--- config.mk ---
export PLATFORM = sky130hd
export DESIGN_NAME = dbl_loop_ctrl
export DESIGN_NICKNAME = d
export VERILOG_FILES = /design/src/rtl/dbl_pkg.sv /design/src/rtl/dbl_cond_eval.sv /design/src/rtl/dbl_count_step.sv /design/src/rtl/dbl_result_reg.sv /design/src/rtl/dbl_loop_ctrl.sv
export SDC_FILE = /design/constraint.sdc
export NUM_CORES = 1
export LEC_CHECK = 0
export BUFFER_PORTS_ARGS = -buffer_cell sky130_fd_sc_hd__buf_4
export CAP_MARGIN = 20
export CORE_ASPECT_RATIO = 1.4
export CORE_MARGIN = 8
export CORE_UTILIZATION = 49
export CTS_CLUSTER_DIAMETER = 150
export CTS_CLUSTER_SIZE = 30
export DETAILED_ROUTE_END_ITERATION = 10
export PLACE_DENSITY_LB_ADDON = 0.1
export SKIP_CTS_REPAIR_TIMING = 1
export SYNTH_ARGS = -nofsm -noshare
export SYNTH_HDL_FRONTEND = slang
export SYNTH_SLANG_ARGS = --single-unit
--- constraint.sdc ---
create_clock -name clk -period 3 [get_ports clk]
set_input_delay 0.45 -clock clk [delete_from_list [all_inputs] [get_ports clk]]
set_output_delay 0.45 -clock clk [all_outputs]
set_load 0.03 [all_outputs]
--- src/rtl/dbl_pkg.sv ---
package dbl_pkg;

  localparam int CC_W   = 4;
  localparam int FLAG_W = 4;
  localparam int CC_NUM = 1 << CC_W;

  typedef enum logic [CC_W-1:0] {
    CC_ALWAYS    = 4'd0,
    CC_NEVER     = 4'd1,
    CC_ABOVE     = 4'd2,
    CC_BELOW_EQ  = 4'd3,
    CC_NO_CARRY  = 4'd4,
    CC_CARRY     = 4'd5,
    CC_NOT_ZERO  = 4'd6,
    CC_ZERO      = 4'd7,
    CC_NO_OVF    = 4'd8,
    CC_OVF       = 4'd9,
    CC_POSITIVE  = 4'd10,
    CC_NEGATIVE  = 4'd11,
    CC_SIGNED_GE = 4'd12,
    CC_SIGNED_LT = 4'd13,
    CC_SIGNED_GT = 4'd14,
    CC_SIGNED_LE = 4'd15
  } cc_code_e;

  typedef struct packed {
    logic neg;
    logic zero;
    logic ovf;
    logic carry;
  } flags_t;

  typedef enum logic [1:0] {
    OUT_BRANCH    = 2'd0,
    OUT_EXIT_COND = 2'd1,
    OUT_EXIT_CNT  = 2'd2
  } step_kind_e;

endpackage

--- src/rtl/dbl_cond_eval.sv ---
module dbl_cond_eval
  import dbl_pkg::*;
(
  input  logic [CC_W-1:0] code,
  input  flags_t          fl,
  output logic            hit
);

  localparam int PAIRS = CC_NUM / 2;

  // Each pair of codes: odd code tests a base term, even code its complement.
  logic [PAIRS-1:0]  base_term;
  logic [CC_NUM-1:0] cc_vec;
  logic              sgn_mismatch;

  assign sgn_mismatch = fl.neg ^ fl.ovf;

  always_comb begin
    base_term[0] = 1'b0;
    base_term[1] = fl.carry | fl.zero;
    base_term[2] = fl.carry;
    base_term[3] = fl.zero;
    base_term[4] = fl.ovf;
    base_term[5] = fl.neg;
    base_term[6] = sgn_mismatch;
    base_term[7] = fl.zero | sgn_mismatch;
  end

  for (genvar p = 0; p < PAIRS; p++) begin : g_pair
    assign cc_vec[2*p]   = ~base_term[p];
    assign cc_vec[2*p+1] =  base_term[p];
  end

  assign hit = cc_vec[code];

endmodule

--- src/rtl/dbl_count_step.sv ---
module dbl_count_step #(
  parameter int REG_W = 32,
  parameter int CNT_W = 16
) (
  input  logic [REG_W-1:0] cur,
  output logic [REG_W-1:0] nxt,
  output logic             expired
);

  logic [CNT_W-1:0] low_dec;

  assign low_dec = cur[CNT_W-1:0] - {{(CNT_W-1){1'b0}}, 1'b1};
  assign expired = &low_dec;

  if (REG_W > CNT_W) begin : g_upper
    assign nxt = {cur[REG_W-1:CNT_W], low_dec};
  end else begin : g_flat
    assign nxt = low_dec;
  end

endmodule

--- src/rtl/dbl_result_reg.sv ---
module dbl_result_reg
  import dbl_pkg::*;
#(
  parameter int REG_W = 32
) (
  input  logic             clk,
  input  logic             rst,
  input  logic             start,
  input  logic             cond_hit,
  input  logic             expired,
  input  logic [REG_W-1:0] cur_val,
  input  logic [REG_W-1:0] dec_val,
  output logic [REG_W-1:0] q_val,
  output logic             q_we,
  output logic             q_taken,
  output logic             q_done,
  output logic             q_exit_cond,
  output logic             q_exit_cnt
);

  step_kind_e kind;

  always_comb begin
    if (cond_hit)      kind = OUT_EXIT_COND;
    else if (expired)  kind = OUT_EXIT_CNT;
    else               kind = OUT_BRANCH;
  end

  always_ff @(posedge clk) begin
    if (rst) begin
      q_val       <= '0;
      q_we        <= 1'b0;
      q_taken     <= 1'b0;
      q_done      <= 1'b0;
      q_exit_cond <= 1'b0;
      q_exit_cnt  <= 1'b0;
    end else begin
      q_done      <= start;
      q_we        <= 1'b0;
      q_taken     <= 1'b0;
      q_exit_cond <= 1'b0;
      q_exit_cnt  <= 1'b0;
      if (start) begin
        case (kind)
          OUT_EXIT_COND: begin
            q_val       <= cur_val;
            q_exit_cond <= 1'b1;
          end
          OUT_EXIT_CNT: begin
            q_val      <= dec_val;
            q_we       <= 1'b1;
            q_exit_cnt <= 1'b1;
          end
          default: begin
            q_val   <= dec_val;
            q_we    <= 1'b1;
            q_taken <= 1'b1;
          end
        endcase
      end
    end
  end

endmodule

--- src/rtl/dbl_loop_ctrl.sv ---
module dbl_loop_ctrl
  import dbl_pkg::*;
#(
  parameter int REG_W = 32,
  parameter int CNT_W = 16
) (
  input  logic             clk,
  input  logic             rst,
  input  logic             start,
  input  logic [REG_W-1:0] loop_reg,
  input  logic [3:0]       cond_sel,
  input  logic [3:0]       flags,
  output logic [REG_W-1:0] reg_out,
  output logic             reg_we,
  output logic             branch_taken,
  output logic             done,
  output logic             exit_on_cond,
  output logic             exit_on_count
);

  logic             cond_hit;
  logic             cnt_expired;
  logic [REG_W-1:0] dec_val;
  flags_t           fl;

  assign fl = flags_t'(flags);

  dbl_cond_eval u_cond (
    .code (cond_sel),
    .fl   (fl),
    .hit  (cond_hit)
  );

  dbl_count_step #(.REG_W(REG_W), .CNT_W(CNT_W)) u_step (
    .cur     (loop_reg),
    .nxt     (dec_val),
    .expired (cnt_expired)
  );

  dbl_result_reg #(.REG_W(REG_W)) u_res (
    .clk         (clk),
    .rst         (rst),
    .start       (start),
    .cond_hit    (cond_hit),
    .expired     (cnt_expired),
    .cur_val     (loop_reg),
    .dec_val     (dec_val),
    .q_val       (reg_out),
    .q_we        (reg_we),
    .q_taken     (branch_taken),
    .q_done      (done),
    .q_exit_cond (exit_on_cond),
    .q_exit_cnt  (exit_on_count)
  );

endmodule

==> summary.md <==
| Metric | Value |
|---|---|
| Synth warn | 0 |
| RSZ-0062 raised after global routing | no |
| Fill cell count | 391 |
| Die Ht | roughly 93 um |
| CP top delay family | simple AND/OR/NAND/NOR gates |
| Io pins | 80 |
| Total track usage | between 15 and 20% |
| FMAX | between 0.4 and 0.5 GHz |
| Worst Hold Class | primary input to flip-flop |
| DRT Pass-1 Iters | 4 |
| Post-synth top area share | 36.1% |
| First DRT Iteration DRCs | 58 |
| Initial antenna violation count | 0 |
| CP arrival | 2.38 ns |
| Worst slack at placement | slightly below 0.3 ns |
| Number of global-route vias before repair | 2001 |
| Routed Antenna Nets | 0 |
| Setup violators final | 0 |
| DRT Wirelength | approximately 5.3 mm |
| Min cycle time layout | roughly 2.2 ns |
| Internal Pwr Total | 0.000905 W |
| Final Cycle Share | 73.2% |
| # DRC | 0 |
| Clock transition at path regs | around 0.080 ns |
| Worst Skew | 0 ns |
| Layout area overhead | 32.7% |
| Final core occ | between 60% and 70% |
| Main flop type after synthesis | dfxtp_1 |
| Overflow after GRT | 0 |
| Worst slew margin | between 60% and 70% |
| Ranking of synthesized cells by area | dfxtp_1 (36%), mux2i_1 (9.3%), nor2_1 (7.7%) |
| Max clock buf depth | 2 |
| Post-synth EDFFs | 0 |
| # clock sinks | 37 |
| Total die area | about 0.0065 mm^2 |
| Crit-path slowest cell | or4_4 |
| HPWL after DPL | ~3.8 mm |
| Switching share of power | between 20% and 30% |
| Layout cells sized above 1 | between 30% and 40% |
| PD cells | about 470 mW/mm^2 |
| Final slew viol count | 0 |
| Critical path's largest stage delay | roughly 0.56 ns |
| Fin. Hold Viols | 0 |
| Number of diodes | 0 |
| Post-DP Area | approximately 0.0026 mm^2 |
| Cells after synthesis | between 200 and 250 |
| Sequential area share after synthesis | between 30% and 40% |
| Via density | about 5.6 |
| Post-route cell area | between 0.002 and 0.003 mm^2 |
| Worst VDD drop | around 470 uV |
| Max Cap Viol | 0 |
| Critical path endpoint category | flip-flop |
| Leak | about 1.2 nW |
| Worst Setup Start Kind | primary input |
| Register area | around 740 um^2 |
| Flop pwr share | about two fifths |
| Chip width | between 70 and 80 um |
| PortBufs | 79 |
| Core area | approximately 0.0041 mm^2 |
| Buf+Inv Stages, Crit Path | 1 |
| Worst Path Required | ~3.2 ns |
| Syn Std Cell Area | 0.00205 mm^2 |
| Setup ws final | ~0.80 ns |
| FP Rows | 28 |
| Initial core utilization | 49.6% |
| Largest net degree at the start of global routing | between 40 and 50 |
| Synth area leader | dfxtp_1 |
| Root Buffer | clkbuf_8 |
| WHS Path Cells | 3 |
| Vias | 1977 |
| Worst R2R Path Depth | 2 |
| Comb pwr share | between 20% and 30% |
| Most common cell after layout, fill and taps aside | buf_4 |
| Most frequent cells in the layout | buf_4 (79), nor2_1 (42), dfxtp_1 (37), mux2i_1 (19), nor3_1 (9) |
| Gpl congestion | approximately 0.83 |
| CTS tree | done |
| Wire per inst | 15.0 um |
| Crit. path cell count | 7 |
| Num CTS Buffers | 5 |
| Final setup TNS | 0 ns |
| Worst-path maximum fanout | 10 |
| Sw Pwr | ~0.00039 W |
| Clock network fraction of total power | 33.8% |
| Syn_nets | between 200 and 300 |
| Mapped Avg Cell Area | between 8 and 9 um^2 |
| Async S/R FF share, synth | 0% |
| Clock Latency Late Sink | slightly below 0.3 ns |
| Critical path class | primary input to flip-flop |
| Final #Nets | 350 |
| First-pass GRT wire length | just under 9 mm |
| Status | completed |
| Worst path cell trace | buf_4 -> or4_4 -> or3b_1 -> a211oi_1 -> o21ai_1 -> a211o_1 -> and2_1 |
| Area of the multi-input gates | between 0.001 and 0.0015 mm^2 |
| Flops & latches, synth | 37 |
| Netlist cell types | 50 |
| Total power | 0.00129 W |
| H-Tree Depth | 2 |
| Measured slew at the worst slew-check pin | roughly 0.55 ns |
## logic make-up after synthesis
family | count (synthesis) | share of synthesized area (%)
mux | 20 | 9.82
buf+inv | 27 | 6.89
fa+ha+maj | 2 | 1.22
compound gates | 38 | 14.6
flops | 37 | 36.1
xor+xnor | 7 | 2.99
simple gates | 107 | 28.4
## worst reg2reg max path, stage by stage, from the launching register on
cell,delay (ns)
dfxtp_1,0.33
inv_1,0.05
o311ai_0,0.36
## routing by layer
metal	track usage [%]	up-vias	share of wire, %
met4	6.45	0	1.5
met5	0	-	0
met3	6.59	8	8.3
li1	-	1006	-
met1	14.6	910	39
met2	29.7	53	51
## worst paths after layout
| kind | from | end | slack [ns] |
|---|---|---|---|
| max | loop_reg[10] | u_res.q_taken | 0.80 |
| min | loop_reg[29] | u_res.q_val[29] | 0.39 |
| max reg2reg | u_res.q_val[0] | u_res.q_val[0] | 2.14 |
| min reg2reg | u_res.q_val[13] | u_res.q_val[13] | 0.48 |
## final cells by class
class / instances / area share [%]
Tap cell: 45 / 2.07
Inverter: 7 / 0.965
Multi-Input combinational cell: 174 / 43.2
Timing Repair Buffer: 80 / 22.3
Clock inverter: 3 / 1.70
Clock buffer: 5 / 2.53
Sequential cell: 37 / 27.2
## per-stage QoR
step | hold WS [ns] | std cells
floorplan | 0.597 | 238
global placement | 0.474 | 342
detailed placement | 0.470 | 342
CTS | 0.388 | 350
global route | 0.387 | 351
finish | 0.391 | 351
## Yosys cell counts (5+ instances only)
master and instances:
nor2_1 42, dfxtp_1 37, mux2i_1 19, clkbuf_1 12, nor3_1 9, a311oi_1 8
inv_1 7, nand3_1 7, o21ai_0 7, nor4_1 6, o31a_1 6, or4_1 6
or3_1 5, xor2_1 5
## power by group through the flow
stage / registers [W] / logic, W / clock network [W]
floorplan: 0.000614 / 0.000131 / 0
global placement: 0.000549 / 0.000308 / 0
detailed placement: 0.000550 / 0.000310 / 0
CTS: 0.000539 / 0.000313 / 0.000450
global route: 0.000543 / 0.000342 / 0.000469
finish: 0.000539 / 0.000317 / 0.000437
## state kept, by name, indices dropped and copies added, names as in the netlist
register / cells
u_res.q_done: 1
u_res.q_exit_cnt: 1
u_res.q_exit_cond: 1
u_res.q_taken: 1
u_res.q_val: 32
u_res.q_we: 1
Power figures use the tool's default switching activity.
